--- config.mk ---
export PLATFORM = sky130hd
export DESIGN_NAME = npc_unit
export DESIGN_NICKNAME = d
export VERILOG_FILES = /design/src/rtl/npc_pkg.sv /design/src/rtl/npc_offset.sv /design/src/rtl/npc_decide.sv /design/src/rtl/npc_unit.sv
export SDC_FILE = /design/constraint.sdc
export NUM_CORES = 1
export LEC_CHECK = 0
export BUFFER_PORTS_ARGS = -buffer_cell sky130_fd_sc_hd__buf_2
export CORE_MARGIN = 2
export CORE_UTILIZATION = 57
export CTS_CLUSTER_SIZE = 16
export DETAILED_ROUTE_END_ITERATION = 10
export PLACE_DENSITY = 0.81
export SKIP_LAST_GASP = 1
export SYNTH_ARGS = -nofsm -noshare
export SYNTH_HDL_FRONTEND = slang
export SYNTH_SLANG_ARGS = --single-unit
--- constraint.sdc ---
create_clock -name clk -period 4.6 [get_ports clk]
set_input_delay 0 -clock clk [delete_from_list [all_inputs] [get_ports clk]]
set_output_delay 0 -clock clk [all_outputs]
set_load 0.005 [all_outputs]
--- src/rtl/npc_pkg.sv ---
package npc_pkg;
  // Source chosen for the next fetch address
  typedef enum logic [1:0] {
    NPC_SEQ  = 2'd0,
    NPC_COND = 2'd1,
    NPC_UNC  = 2'd2
  } npc_src_e;
endpackage

--- src/rtl/npc_offset.sv ---
// Sign-extends a word offset field and scales it to a byte offset.
module npc_offset #(
  parameter int FIELD_W = 19,
  parameter int SHIFT   = 2,
  parameter int OUT_W   = 64
) (
  input  logic [FIELD_W-1:0] field_i,
  output logic [OUT_W-1:0]   byte_off_o
);
  localparam int EXT_W = OUT_W - FIELD_W - SHIFT;

  generate
    if (SHIFT > 0) begin : g_scaled
      assign byte_off_o = {{EXT_W{field_i[FIELD_W-1]}}, field_i, {SHIFT{1'b0}}};
    end else begin : g_plain
      assign byte_off_o = {{EXT_W{field_i[FIELD_W-1]}}, field_i};
    end
  endgenerate
endmodule

--- src/rtl/npc_decide.sv ---
// Chooses the next-PC source from the branch controls and the zero flag.
module npc_decide
  import npc_pkg::*;
(
  input  logic     cond_br_i,
  input  logic     uncond_br_i,
  input  logic     zero_i,
  output npc_src_e src_o
);
  always_comb begin
    if (uncond_br_i)              src_o = NPC_UNC;
    else if (cond_br_i && zero_i) src_o = NPC_COND;
    else                          src_o = NPC_SEQ;
  end
endmodule

--- src/rtl/npc_unit.sv ---
module npc_unit
  import npc_pkg::*;
#(
  parameter int              PC_W         = 64,
  parameter int              INSTR_W      = 32,
  parameter int              INSTR_BYTES  = 4,
  parameter int              COND_OFF_W   = 19,
  parameter int              COND_OFF_LSB = 5,
  parameter int              UNC_OFF_W    = 26,
  parameter logic [PC_W-1:0] RESET_PC     = '0
) (
  input  logic               clk,
  input  logic               rst_n,
  input  logic               stall_i,
  input  logic [INSTR_W-1:0] instr_i,
  input  logic               cond_br_i,
  input  logic               uncond_br_i,
  input  logic               zero_i,
  output logic [PC_W-1:0]    pc_o
);
  localparam int SHIFT    = $clog2(INSTR_BYTES);
  localparam int COND_MSB = COND_OFF_LSB + COND_OFF_W - 1;
  localparam int USED_MSB = (COND_MSB > UNC_OFF_W - 1) ? COND_MSB : UNC_OFF_W - 1;

  logic [PC_W-1:0] pc_q, pc_d;
  logic [PC_W-1:0] cond_off, unc_off;
  logic [PC_W-1:0] seq_pc, cond_pc, unc_pc, pc_next;
  npc_src_e        src;

  // Opcode bits are decoded elsewhere
  logic unused_hi;
  generate
    if (USED_MSB < INSTR_W - 1) begin : g_hi
      assign unused_hi = ^instr_i[INSTR_W-1:USED_MSB+1];
    end else begin : g_nohi
      assign unused_hi = 1'b0;
    end
  endgenerate

  npc_offset #(.FIELD_W(COND_OFF_W), .SHIFT(SHIFT), .OUT_W(PC_W)) u_cond_off (
    .field_i    (instr_i[COND_MSB:COND_OFF_LSB]),
    .byte_off_o (cond_off)
  );

  npc_offset #(.FIELD_W(UNC_OFF_W), .SHIFT(SHIFT), .OUT_W(PC_W)) u_unc_off (
    .field_i    (instr_i[UNC_OFF_W-1:0]),
    .byte_off_o (unc_off)
  );

  npc_decide u_decide (
    .cond_br_i   (cond_br_i),
    .uncond_br_i (uncond_br_i),
    .zero_i      (zero_i),
    .src_o       (src)
  );

  // Candidate addresses, all based on the current PC
  assign seq_pc  = pc_q + PC_W'(INSTR_BYTES);
  assign cond_pc = pc_q + cond_off;
  assign unc_pc  = pc_q + unc_off;

  always_comb begin
    unique case (src)
      NPC_COND: pc_next = cond_pc;
      NPC_UNC:  pc_next = unc_pc;
      default:  pc_next = seq_pc;
    endcase
  end

  // Next-state with explicit enable
  always_comb begin
    pc_d = pc_q;
    if (!stall_i) pc_d = pc_next;
  end

  always_ff @(posedge clk or negedge rst_n) begin
    if (!rst_n) pc_q <= RESET_PC;
    else        pc_q <= pc_d;
  end

  assign pc_o = pc_q;
endmodule

Word-level counts from Yosys, hierarchy flattened

Cells that the tools add are included.

Latch bits: 0
Memory bits (writable): 0
Input port bits: 38
ROM bits: 0
Memories: 0
Logic and storage cells: 10
Bits in registers: 64
Output and inout port bits: 64

Add/subtract/negate cells: 3
Reduce and logical (&&, ||, !) cells: 1
Shift operators: 0
Divide/modulo/power cells: 0
Multiplexer cells: 3
$lt $le $gt $ge: 0
Equality and inequality tests: 2
Multiply operators: 0
Bitwise logic cells: 0

Operators with widths:

| cell                                                            | count |
|---|---|
| 64-bit adder                                                    | 2 |
| 64-bit case mux with 2 select lines                             | 1 |
| 64-bit by 3-bit adder with 64-bit output, second input constant | 1 |
| 2-bit by 1-bit == test with 1-bit output, second input constant | 1 |
| 2-bit == test, second input constant                            | 1 |
| 2-bit 2-to-1 mux                                                | 1 |
| 1-bit logical AND                                               | 1 |
| 1-bit 2-to-1 mux                                                | 1 |

Longest topological paths before layout

Gate-level depths: netlist of run 1.

Depth after elaboration: 5
Gate-level depth with buffers: 18
Depth with buffers taken out: 16

Hierarchy

A second synthesis of run 1 with hierarchy kept.

Cell total of the unflattened synthesis: 1285
Area total of the unflattened synthesis: 9601.7 µm²

By module, submodules not included:

| module     | area each (µm²) | cells an instance | sequential area each (µm²) | times used |
|---|---|---|---|---|
| npc_unit   | 8617.0          | 1153              | 1601.5                     | 1 |
| npc_offset | 484.2           | 65                | 0.0                        | 2 |
| npc_decide | 16.3            | 2                 | 0.0                        | 1 |

Worst setup path after synthesis of run 1

Ideal clock, no wire load.

Path type: input to register
Start: in uncond_br_i
End: reg pc_q[57] (netlist: pc_o[57])
Data required time: 4.483 ns
Setup slack: 0.689 ns
Setup time: 0.117 ns
Path buffers: 2
Stages on the path: 16
Arrival: 3.794 ns
Cells stage by stage: clkbuf_1 nor2_1 a22oi_1 inv_1 ha_1 buf_4 nand4_4 or4_4 or4b_1 o21ai_1 a31oi_1 a31oi_4 a31oi_4 or3_1 nand4_1 nand2_1

Cells in the longest elaborated chain, start to end: 3
Elaborated cells between the ends (all ways): 4
Classes of those cells: eq/ne: 2; mux: 2

Ends and longest elaborated chain:

| element                                                                   | RTL line         | RTL |
|---|---|---|
| start: declaration                                                        | npc_unit.sv:17   | `input logic uncond_br_i,` |
| 2-bit 2-to-1 mux (*)                                                      | npc_decide.sv:11 | `if (uncond_br_i) src_o = NPC_UNC;` |
| 2-bit == test or 2-bit by 1-bit == test with 1-bit output (tied branches) | npc_unit.sv:63   | `unique case (src)` |
| 64-bit case mux with 2 select lines (*)                                   | npc_unit.sv:63   |  |
| end signal: assignment                                                    | npc_unit.sv:78   | `else pc_q <= pc_d;` |
| end: declaration                                                          | npc_unit.sv:25   | `logic [PC_W-1:0] pc_q, pc_d;` |

Mark *: on every way between the ends. The rest lies on a longest branch, timed or not.
A chain may end at the register's enable or synchronous reset.

Final worst setup path of run 1

Ends and elaborated chain as after synthesis.

==> impl_summary.md, run 1 <==
Status
The flow ran to the end, and the final reports show no timing, DRC or antenna violations.

Critical path
In this run the worst setup path terminates at pc_o[57]. Counting cells, the worst reg-to-reg path comes to 11. The critical path launch point is uncond_br_i.

The worst setup path is launched from an input pin. The endpoint class of the critical path is a register. The end of the worst register-to-register path is pc_o[52].

The largest fanout of any net on the critical path is 14. The path type of the worst setup path is input pin to register. The register-to-register setup slack is 1.04 ns. In this run the critical register-to-register path is launched from pc_o[23]. The critical path arrival is 4.14 ns.

For the worst setup path, the data required time is 4.84 ns.

Clock network
After clock tree synthesis, the clock-pin slew on the worst setup and hold paths is 0.07 ns. The maximum clock insertion buffer count is 2. The number of gates given a new drive strength after cts is 0. The H-tree level count is 3. Clock latency on the worst-skew pair, taken at its later pin, is 0.35 ns. TritonCTS built the clock tree. Counting every sink on the clock net gives 62.

The cell sitting at the root of the clock tree is a sky130_fd_sc_hd__clkbuf_8. The number of buffers inserted to repair setup after CTS is 0. The number of buffers added by the clock tree synthesis step is 9. After clock tree synthesis, the flow added hold-fix buffers numbering 1.

Pwr
The ratio of total power to cell area is 660 mW/mm^2. Cell internal power was estimated by the tool at 2.36 mW. Per report_power, the clock group accounts for 12.1% of the total. The leakage power figure is 3.19 nW. Of the total power, registers draw 23.5%. The switching part of the total is 47.9%. The power consumption is 4.52 mW. VDD sags by at most 0.300 mV. The relative contribution of combinational cells to total power is 64.4%. The net switching power is 2.16 mW.

Routing
The number of vias in the routed layout is 6159. In this run the remaining antenna-violating nets after routing total 0. The length of the first detailed-routing pass in iterations is 5. In the routed design, unresolved DRC markers number 0. The violation count after the first detailed-route iteration is 334. The average wire per standard cell is 16.5 um. The post-detailed-routing wire length is 16.4 mm. The number of vias per cell after detailed routing is 6.19.

Timing
The worst path uses 84.9% of the clock period. At the pin with the least slew margin, the transition time is 1.03 ns. Summed over all failing endpoints, the final setup total negative slack is 0 ns.

The hold violation total from the final report is 0. The clock skew after layout is 0.00843 ns. The time the final worst path needs with I/O delays and setup is 3.91 ns.

The max-slew headroom at the worst pin is 31.3%. Setup slack closes at 0.695 ns. Static timing analysis puts the maximum clock frequency at 256 MHz. The max-slew violation count is 0. Setup repair after global routing left no endpoint under its margin. The worst hold slack across all endpoints is 0.235 ns. Setup violations remaining at the end of the flow were counted as 0.

Die
The total core area is 0.0104 mm^2. During I/O placement, the number of pins put on the boundary was 102. Once the floorplan was initialized, standard cells occupied 59.0% of the core. The die width is 108 um. In this run the vertical extent of the chip is 108 um. The floorplan die area is 0.0116 mm^2. The floorplan has 37 rows.

Placed design
Routability-driven placement finished with a final weighted congestion of 0.965. After legalization and detailed placement, the total HPWL measured 12.5 mm. The post-placement worst setup slack is 0.399 ns. The number of buffers added on ports is 93.

Yosys
In the synthesized netlist, the number of instances is 784. For this run, asynchronously set or reset flops after synthesis account for 100%. The synthesized design contains 0 enable-type register cells. After synthesis, the cell types taking the most area are sky130_fd_sc_hd__dfrtp_1, sky130_fd_sc_hd__ha_1, sky130_fd_sc_hd__nand2_1. The top-area cell type share of the netlist area is 25.4%.

The number of different library cells used by synthesis comes to 64. For this run, the leading register cell type out of synthesis is sky130_fd_sc_hd__dfrtp_1. The total of warnings raised by yosys is 0. Summing every instance area after synthesis gives 0.00612 mm^2.

The post-synthesis area per instance is 7.80 um^2. Of all cell types, the one taking the most synthesized area is sky130_fd_sc_hd__dfrtp_1. The sequential fraction of the synthesis area is 25.4%. The flip-flop and latch count after synthesis is 62.

Global route
Summed over all layers, the global routing overflow is 0. The number of global-route vias before repair is 5870. The initial antenna violation count was 0. The global-route wire length before repair is 27.3 mm. Entering global routing, the biggest net connects 122 pins.

For this run, the total global-route usage over all layers was measured as 29.1%.

Finish
0 antenna diodes ended up in the layout. The register with the most flip-flops in the layout has 62 of them. In the final layout, the share of cells above drive strength 1 is 15.0%. After the last flow step, the layout net total stands at 954. The number of filler instances in the final layout is 924. The final cell utilization of the core is 66.0%. The relative area change from synthesis to final layout is 12.0%.

Hold path
The tightest min-delay check is of the input pin to register type.

Run
The reported max-cap violation count is 0.
-- cell usage after synthesis, drive strengths merged (2+ instances only) --
cell	instances
o31a	2
nor2	42
nor4b	2
buf	10
o31ai	8
nor3	17
nor2b	8
nor4	3
or3	4
a22o	16
a211oi	10
dfrtp	62
and3	8
inv	18
xor2	23
a21oi	67
nand4	20
a311oi	4
o21bai	12
o41ai	3
nand2b	4
clkbuf	34
a31oi	11
mux2	3
or2	2
o211ai	6
a21boi	2
a21o	25
a221oi	2
xnor2	29
a22oi	4
o221ai	2
nand2	122
and2	3
o21ai	93
nand3	16
o21a	10
ha	61
-- logic make-up (layout without fill, tap and decap cells) --
kind of cell    Yosys count  in the layout  synth area share, %
compound gates          285            285                 29.9
simple gates            256            256                 19.4
fa+ha+maj                62             62                 12.8
flops                    62             62                 25.4
buf+inv                  62            136                 4.30
xor+xnor                 52             52                 7.45
mux                       4              4                0.716
other cells               1              2               0.0613
-- metal layers --
layer	GRT usage (%)	routed length, um	part of all wire, %	vias to the layer above
li1	-	-	-	3024
met1	39.8	7520	46	2872
met2	46.9	7540	46	226
met3	3.75	949	5.8	37
met4	10.8	395	2.4	0
met5	0	0	0	-
-- through the flow --
step / area [um^2] / instances
3_5_place_dp: 6620 / 978
2_1_floorplan: 6120 / 785
4_1_cts: 6850 / 995
3_3_place_gp: 6620 / 978
5_1_grt: 6850 / 995
6_report: 6850 / 995
-- cells in the final DEF, fill, tap and decap left out, types with 18 or more instances in the layout --
cell	n
sky130_fd_sc_hd__a21o_1	25
sky130_fd_sc_hd__a21oi_1	67
sky130_fd_sc_hd__buf_2	92
sky130_fd_sc_hd__dfrtp_1	62
sky130_fd_sc_hd__ha_1	61
sky130_fd_sc_hd__inv_1	18
sky130_fd_sc_hd__nand2_1	122
sky130_fd_sc_hd__nand4_1	19
sky130_fd_sc_hd__nor2_1	42
sky130_fd_sc_hd__o21ai_0	54
sky130_fd_sc_hd__o21ai_1	38
sky130_fd_sc_hd__xnor2_1	29
sky130_fd_sc_hd__xor2_1	23
-- critical path, stage by stage --
cell and delay, ns:
sky130_fd_sc_hd__buf_2 0.20, sky130_fd_sc_hd__nor2_1 0.09, sky130_fd_sc_hd__a22oi_1 0.39, sky130_fd_sc_hd__inv_1 0.41, sky130_fd_sc_hd__ha_1 0.61, sky130_fd_sc_hd__nand4_4 0.17, sky130_fd_sc_hd__or4_4 0.56, sky130_fd_sc_hd__or4b_1 0.50
sky130_fd_sc_hd__o21ai_1 0.09, sky130_fd_sc_hd__a31oi_1 0.11, sky130_fd_sc_hd__a31oi_4 0.32, sky130_fd_sc_hd__a31oi_4 0.15, sky130_fd_sc_hd__or3_1 0.36, sky130_fd_sc_hd__nand4_1 0.09, sky130_fd_sc_hd__nand2_1 0.06
-- layout make-up --
class,instances,area [um^2],share of cell area (%)
clock buffer,12,145,2.12
timing repair buffer,102,538,7.86
multi-input combinational,661,4310,62.9
sequential,62,1550,22.7
inverter,18,67.6,0.986
clock inverter,4,70.1,1.02
tap,136,170,2.48
-- worst min path at each step --
stage,start,end,depth (start not counted)
detailed placement,rst_n,pc_o[2],2
global placement,rst_n,pc_o[2],2
floorplan,rst_n,pc_o[10],0
finish,instr_i[0],pc_o[2],5
CTS,instr_i[0],pc_o[2],5
global route,instr_i[0],pc_o[2],5
-- power by group through the flow --
| stage | Combinational [mW] | Sequential [mW] | Clock, mW |
|---|---|---|---|
| finish | 2.91 | 1.06 | 0.546 |
| global route | 3.25 | 1.10 | 0.578 |
| CTS | 2.88 | 1.06 | 0.558 |
| detailed placement | 2.86 | 1.07 | 0 |
| global placement | 2.78 | 1.05 | 0 |
| floorplan | 2.08 | 1.05 | 0 |
Power figures use the tool's default switching activity.
==> inputs of run 2 (changes only) <==
--- a/config.mk
+++ b/config.mk
@@ -7,10 +7,10 @@
 export LEC_CHECK = 0
 export BUFFER_PORTS_ARGS = -buffer_cell sky130_fd_sc_hd__buf_2
 export CORE_MARGIN = 2
-export CORE_UTILIZATION = 57
+export CORE_UTILIZATION = 53
 export CTS_CLUSTER_SIZE = 16
 export DETAILED_ROUTE_END_ITERATION = 10
-export PLACE_DENSITY = 0.81
+export PLACE_DENSITY = 0.79
 export SKIP_LAST_GASP = 1
 export SYNTH_ARGS = -nofsm -noshare
 export SYNTH_HDL_FRONTEND = slang
==> constraint.sdc (replaced) <==
create_clock -name clk -period 3.4 [get_ports clk]
set_input_delay 0 -clock clk [delete_from_list [all_inputs] [get_ports clk]]
set_output_delay 0 -clock clk [all_outputs]
set_load 0.005 [all_outputs]
==> run 2 against run 1 <==
  * Sequential power up 38%
  * Largest power group unchanged
  * Non-clock buffer count grew 85
  * Clock-buffer cell count is 3 higher
==> impl_summary.md, run 2 (synthesized netlist as in run 1, its figures left out) <==
Pwr
The sequential share of power is 21.2% (-2.3 points). The leakage power figure is 3.60 nW (+13%). The internal portion of total power was 3.76 mW (+59%). The relative contribution of combinational cells to total power is 66.5% (+2.1 points). The switching part of the total is 45.3% (-2.6 points). The clock share of power is 12.3% (+0.2 points). The maximum resistive drop on vdd was 0.562 mV (+87%). The ratio of total power to cell area is 894 mW/mm^2 (+35%). The net switching power is 3.11 mW (+44%).

Timing
The hold violation total from the final report is 0 (unchanged). The portion of the clock cycle consumed by the worst path in the final layout is 95.9%. Setup repair after global routing left no endpoint under its margin.

For the finished layout, the period the worst path requires is 3.26 ns. The final setup violation count was 0 (unchanged). The measured slew at the worst slew-check pin was 0.913 ns (-0.117 ns). The highest clock frequency the design can meet is 307 MHz. The max-slew violation count is 0 (unchanged). The clock skew after layout is 0.00689 ns (-0.00153 ns).

The worst hold slack across all endpoints is 0.110 ns (-0.125 ns). The max-slew headroom at the worst pin is 39.1% (+7.8 points).

Run
The reported max-cap violation count is 0 (unchanged).

Finish
The number of diodes added for antenna fixing is 0 (unchanged). In the layout the commonest cells are sky130_fd_sc_hd__nand2_1, sky130_fd_sc_hd__buf_4, sky130_fd_sc_hd__buf_2. The relative area change from synthesis to final layout is 25.5%. The fraction of final layout cells sized beyond drive strength 1 is 23.8% (+8.8 points). The library cell used most frequently in the layout, excluding fill and tap cells, is sky130_fd_sc_hd__nand2_1.

The final cell utilization of the core is 67.8% (+1.7 points). The number of filler instances in the final layout came to 937 (+1.4%). The number of nets in the layout is 1039 (+8.9%). The area of all placed cells without fillers is 0.00767 mm^2 (+12%).

The number of cells in the finished layout apart from fillers is 1087 (+9.2%). The flip-flop count of the largest register after layout is 62 (unchanged).

Hold path
The path class of the tightest hold or removal check is input pin to register. The startpoint identified for the worst hold timing path is stall_i. For hold timing, the worst endpoint is pc_o[48]. The worst hold path depth is 3 (-2).

Routing
The length of the first detailed-routing pass in iterations is 7 (+2). The post-detailed-routing wire length is 17.1 mm (+4.5%). The number of vias in the routed layout is 6387 (+3.7%).

The remaining antenna violation count after routing was 0 (unchanged). The DRC violation count after routing came to 0 (unchanged). The average wire per standard cell is 15.8 um (-4.4%). The number of vias per cell after detailed routing is 5.88 (-5.1%). The violation count after the first detailed-route iteration is 477 (+43%).

Die
The die width is 111 um (+3.6%). The number of ports placed on the die boundary is 102 (unchanged). The floorplan die height is 111 um (+3.6%). The total core area is 0.0113 mm^2 (+9.2%).

The floorplan die area is 0.0124 mm^2 (+7.3%). The cell row count was 39 (+5.4%). The initial core utilization is 54.0% (-5.0 points).

Global route
The maximum number of pins on one net before global-route repair is 72 (-41%). The number of global-route vias before repair is 5934 (+1.1%). The initial antenna violation count is 0 (unchanged). The global-route usage over all layers is 27.7% (-1.4 points). The global-route wire length before repair is 28.5 mm (+4.1%). The total overflow reported by the global router is 0 (unchanged).

Critical path
The register-to-register setup slack is 0.14 ns (-0.90 ns). The data required time of the critical path was 3.60 ns (-1.24 ns). The end of the worst register-to-register path is pc_o[62].

The count of cells along the worst register-to-register path is 13 (+2). The worst setup path is launched from a register. STA classifies the critical path endpoint as a register. The path type of the worst setup path is register to register. The largest fanout of any net on the critical path is 3 (-11). The critical path arrival is 3.46 ns (-0.68 ns). The worst register-to-register path begins at pc_o[23].

Clock network
The master cell of the clock root buffer is sky130_fd_sc_hd__clkbuf_16. The CTS tree is done. The number of sinks handled by clock tree synthesis is 62 (unchanged).

The H-tree level count is 3 (unchanged). The clock input transition at the sequential cells of the worst setup and hold paths was 0.05 ns (-0.02 ns). The number of buffers added by the clock tree synthesis step is 9 (unchanged). The maximum clock insertion buffer count is 2 (unchanged). The latest clock arrival within the worst-skew pair was 0.34 ns (about the same).

Status
The run finished with clean final reports.

Placed design
The sum of net half-perimeters after detailed placement was 13.3 mm (+6.7%). The cell area after placement is 0.00737 mm^2 (+11%). The number of buffers added on ports is 93 (unchanged). The post-placement cell count is 1069 (+9.3%). The global placer's final weighted congestion is 0.954 (-1.1%).
## run 2: routing by layer
metal | vias up | routed length (um) | GRT usage, %
li1 | 3196 | - | -
met1 | 2969 | 7980 | 38.5
met2 | 198 | 7940 | 44.8
met3 | 24 | 974 | 5.44
met4 | 0 | 244 | 6.91
met5 | - | 0 | 0
## run 2: layout make-up
class                   instances  area, um^2  share of cell area [%]
repair buffers                187        1190                    15.5
inverters                      18        71.3                   0.929
clock buffers                  15         258                    3.36
well taps                     143         179                    2.33
flip-flops and latches         62        1550                    20.2
clock inverters                 1        5.00                  0.0652
multi-input cells             661        4420                    57.6
## run 2: per-stage QoR
stage | total power [mW] | setup TNS (ns) | worst slack (ns)
after global placement | 5.85 | -0.428 | -0.145
final | 6.86 | 0 | 0.141
after CTS | 6.80 | 0 | 0.138
after floorplan | 4.31 | -3.37 | -0.384
after global routing | 7.44 | 0 | 0.0172
after detailed placement | 5.91 | -0.683 | -0.167
## run 2: repair_timing
item / 4_1_cts / 5_1_grt
gates resized for setup: 0 / 6
hold endpoints to repair: 36 / 0
hold buffers: 1 / 0
endpoints found under the setup margin: 0 / 5
buffers inserted: 0 / 1
## run 2: critical path: stages (launching register included)
cell	delay, ns
sky130_fd_sc_hd__dfrtp_1	0.40
sky130_fd_sc_hd__ha_1	0.36
sky130_fd_sc_hd__buf_4	0.16
sky130_fd_sc_hd__a211oi_1	0.29
sky130_fd_sc_hd__o211ai_1	0.14
sky130_fd_sc_hd__a2111oi_1	0.40
sky130_fd_sc_hd__nor2_1	0.12
sky130_fd_sc_hd__nor3_2	0.26
sky130_fd_sc_hd__and2_1	0.21
sky130_fd_sc_hd__o32a_1	0.22
sky130_fd_sc_hd__buf_4	0.15
sky130_fd_sc_hd__o31ai_4	0.07
sky130_fd_sc_hd__o41ai_1	0.26
sky130_fd_sc_hd__a311oi_1	0.08
## run 2: worst max-delay path by stage
| stage | startpoint | end | slack, ns | cells after the start |
|---|---|---|---|---|
| 2_1_floorplan | uncond_br_i | pc_o[57] | -0.38 | 15 |
| 3_3_place_gp | uncond_br_i | pc_o[62] | -0.15 | 17 |
| 3_5_place_dp | uncond_br_i | pc_o[62] | -0.17 | 17 |
| 4_1_cts | pc_o[2] | pc_o[62] | 0.14 | 13 |
| 5_1_grt | pc_o[23] | pc_o[62] | 0.02 | 13 |
| 6_report | pc_o[23] | pc_o[62] | 0.14 | 13 |
## run 2: power groups by stage
stage	Clock (mW)	Combinational, mW	Sequential [mW]
6_report	0.844	4.56	1.46
5_1_grt	0.890	5.04	1.50
4_1_cts	0.852	4.50	1.46
3_5_place_dp	0	4.45	1.46
3_3_place_gp	0	4.38	1.46
2_1_floorplan	0	2.88	1.43
==> inputs of run 3 (changes only) <==
--- a/config.mk
+++ b/config.mk
@@ -10,7 +10,7 @@
 export CORE_UTILIZATION = 53
 export CTS_CLUSTER_SIZE = 16
 export DETAILED_ROUTE_END_ITERATION = 10
-export PLACE_DENSITY = 0.79
+export PLACE_DENSITY = 0.85
 export SKIP_LAST_GASP = 1
 export SYNTH_ARGS = -nofsm -noshare
 export SYNTH_HDL_FRONTEND = slang
==> run 3 against run 2 <==
  * Register-to-register slack improved by 0.04 ns
  * Clock-buffer cell count decreased by 3
  * Critical endpoint is now pc_o[52]
  * Power grew 1.8%
  * Critical path depth decreased by 1
  * Final cell count fell by 0.64%
  * Clock power is 20% higher
  * Combinational power down 1%
  * Fmax is 1.3% higher
  * Routed wire length is 2.9% higher
  * Sequential share of layout area grew 0.063 points
  * Worst hold slack better by 0.0092 ns
  * Worst setup slack improved by 0.040 ns
==> impl_summary.md, run 3 (synthesized netlist as in run 1, its figures left out) <==
Status
The flow ran to the end, and the final reports show no timing, DRC or antenna violations.

Routing
The number of vias per cell after detailed routing is 6.07 (+3.3%). The post-detailed-routing wire length is 17.6 mm (+2.9%). The length of the first detailed-routing pass in iterations came to 5 (-2). The violation count after the first detailed-route iteration came to 560 (+17%). The remaining antenna violation count after routing was 0 (unchanged). The number of vias in the routed layout is 6553 (+2.6%). The average wire per standard cell is 16.3 um (+3.6%).

The DRC violation count after routing is 0 (unchanged).

Pwr
The leakage power figure is 3.59 nW (-0.33%). The power consumption is 6.99 mW (+1.8%). The maximum resistive drop on vdd is 0.472 mV (-16%). The ratio of total power to cell area is 913 mW/mm^2 (+2.1%).

Die
The die width is 111 um (unchanged). The initial core utilization is 54.0% (unchanged). The cell row count was 39 (unchanged). The floorplan die area is 0.0124 mm^2 (unchanged). The floorplan die height is 111 um (unchanged). The number of ports placed on the die boundary came to 102 (unchanged).

The total core area was 0.0113 mm^2 (unchanged).

Finish
The number of diodes added for antenna fixing came to 0 (unchanged). The fraction of final layout cells sized beyond drive strength 1 is 23.3% (-0.57 points). Compared with the post-synthesis result, the final layout area differs by 25.1%. In the layout the commonest cells are sky130_fd_sc_hd__nand2_1, sky130_fd_sc_hd__buf_2, sky130_fd_sc_hd__buf_4. The number of cells in the finished layout apart from fillers is 1080 (-0.64%). The flip-flop count of the largest register after layout is 62 (unchanged). The number of nets in the layout is 1032 (-0.67%). The final cell utilization of the core is 67.6% (-0.21 points). Leaving out fill and tap cells, the most frequent cell in the layout is sky130_fd_sc_hd__nand2_1.

Clock network
The H-tree level count came to 3 (unchanged). The number of buffers added by the clock tree synthesis step is 9 (unchanged). The maximum clock insertion buffer count is 2 (unchanged). The number of sinks handled by clock tree synthesis is 62 (unchanged). The latest clock arrival within the worst-skew pair is 0.34 ns (about the same). The master cell of the clock root buffer is sky130_fd_sc_hd__clkbuf_16. The clock input transition at the sequential cells of the worst setup and hold paths is 0.05 ns (about the same). The CTS tree is done.

Critical path
The data required time of the critical path is 3.63 ns (+0.03 ns). The critical path arrival is 3.44 ns (-0.02 ns). The worst setup path is launched from a register.

The worst setup path is captured at a register. In this run the critical register-to-register path is launched from pc_o[23]. The largest fanout of any net on the critical path is 3 (unchanged). The setup path with the least slack is of type register to register. The critical path launch point is pc_o[23].

Global route
The global-route wire length before repair is 29.5 mm (+3.7%). The total overflow reported by the global router is 0 (unchanged). The initial antenna violation count came to 0 (unchanged). The number of global-route vias before repair came to 6134 (+3.4%). The global-route usage over all layers is 28.5% (+0.73 points). The maximum number of pins on one net before global-route repair was 70 (-2.8%).

Timing
Setup repair after global routing left no endpoint under its margin. The final setup violation count was 0 (unchanged). The max-slew headroom at the worst pin was 39.0% (-0.12 points).

The measured slew at the worst slew-check pin came to 0.915 ns (+0.00178 ns). The highest clock frequency the design can meet is 311 MHz (+1.3%). The hold violation total from the final report is 0 (unchanged). The clock skew after layout was 0.00428 ns (-0.00262 ns). The time the final worst path needs with I/O delays and setup is 3.22 ns (-0.0405 ns). The portion of the clock cycle consumed by the worst path in the final layout is 94.7% (-1.2 points). The max-slew violation count is 0 (unchanged).

Placed design
The global placer's final weighted congestion is 1.01 (+5.4%). The sum of net half-perimeters after detailed placement is 13.5 mm (+1.4%). The number of buffers added on ports is 93 (unchanged). The post-placement cell count is 1063 (-0.56%).

Hold path
The hold path startpoint is stall_i. The worst min-delay path class is input pin to register.

Run
The reported max-cap violation count is 0 (unchanged).
==> run 3: cell count changes in the layout (fill, tap and decap cells not counted) <==
cell | before | now
sky130_fd_sc_hd__o21ai_2 | 2 | 1
sky130_fd_sc_hd__o31ai_1 | 4 | 5
sky130_fd_sc_hd__a2111oi_0 | 0 | 1
sky130_fd_sc_hd__buf_4 | 93 | 87
sky130_fd_sc_hd__nor2b_1 | 7 | 8
sky130_fd_sc_hd__nor2b_2 | 1 | 0
sky130_fd_sc_hd__clkbuf_1 | 5 | 2
sky130_fd_sc_hd__a2111oi_1 | 1 | 0
sky130_fd_sc_hd__o21ai_1 | 37 | 38
sky130_fd_sc_hd__o31ai_2 | 3 | 2
sky130_fd_sc_hd__buf_12 | 1 | 0
sky130_fd_sc_hd__bufinv_16 | 0 | 2
sky130_fd_sc_hd__clkinv_2 | 1 | 2
==> run 3: power breakdown <==
| group | total (mW) | leakage [nW] | internal, mW | switching, mW |
|---|---|---|---|---|
| sequential | 1.46 | 0.758 | 1.11 | 0.355 |
| combinational | 4.51 | 2.68 | 2.09 | 2.42 |
| clock | 1.01 | 0.157 | 0.660 | 0.354 |
==> run 3: what timing repair did <==
item                                   in CTS  in global routing
setup endpoints to repair                   0                  3
buffers inserted                            0                  0
endpoints found under the hold margin      36                  0
resized for setup                           0                  2
hold buffers                                1                  0
==> run 3: worst max-delay path: stages (launching register included) <==
cell	delay (ns)
sky130_fd_sc_hd__dfrtp_1	0.39
sky130_fd_sc_hd__ha_1	0.31
sky130_fd_sc_hd__buf_4	0.14
sky130_fd_sc_hd__a211oi_1	0.29
sky130_fd_sc_hd__o211ai_1	0.14
sky130_fd_sc_hd__a2111oi_0	0.42
sky130_fd_sc_hd__nor2_1	0.11
sky130_fd_sc_hd__nor3_2	0.29
sky130_fd_sc_hd__and2_1	0.20
sky130_fd_sc_hd__o32a_1	0.27
sky130_fd_sc_hd__o21ba_1	0.22
sky130_fd_sc_hd__xnor2_1	0.07
sky130_fd_sc_hd__mux2_2	0.25
==> run 3: path summary, 6_finish.rpt <==
check | endpoint | slack, ns | depth (start not counted)
max reg2reg | pc_o[52] | 0.18 | 12
min | pc_o[44] | 0.12 | 3
max | pc_o[52] | 0.18 | 12
min in group asynchronous | pc_o[15] | 0.33 | 2
max in group asynchronous | pc_o[50] | 2.19 | 3
min reg2reg | pc_o[63] | 0.50 | 1
==> run 3: per-layer routing <==
layer,share of wire (%),vias up,global-route usage (%)
li1,-,3183,-
met1,44,3056,38.2
met2,47,260,47.2
met3,5.8,54,3.54
met4,3.0,0,11.2
met5,0,-,0
==> run 3: through the flow <==
step	worst slack, ns	hold WS, ns	cell area (um^2)	TNS [ns]
2_1_floorplan	-0.384	-0.296	6260	-3.37
3_3_place_gp	-0.0722	0.168	7310	-0.117
3_5_place_dp	-0.0824	0.173	7310	-0.125
4_1_cts	0.191	0.124	7640	0
5_1_grt	0.00201	0.157	7650	0
6_report	0.181	0.119	7650	0
==> run 3: layout make-up <==
class	count	area, um^2
tap	143	179
multi-input combinational	661	4410
sequential	62	1550
clock buffer	12	246
fill	927	3670
clock inverter	4	70.1
timing repair buffer	180	1120
inverter	18	71.3
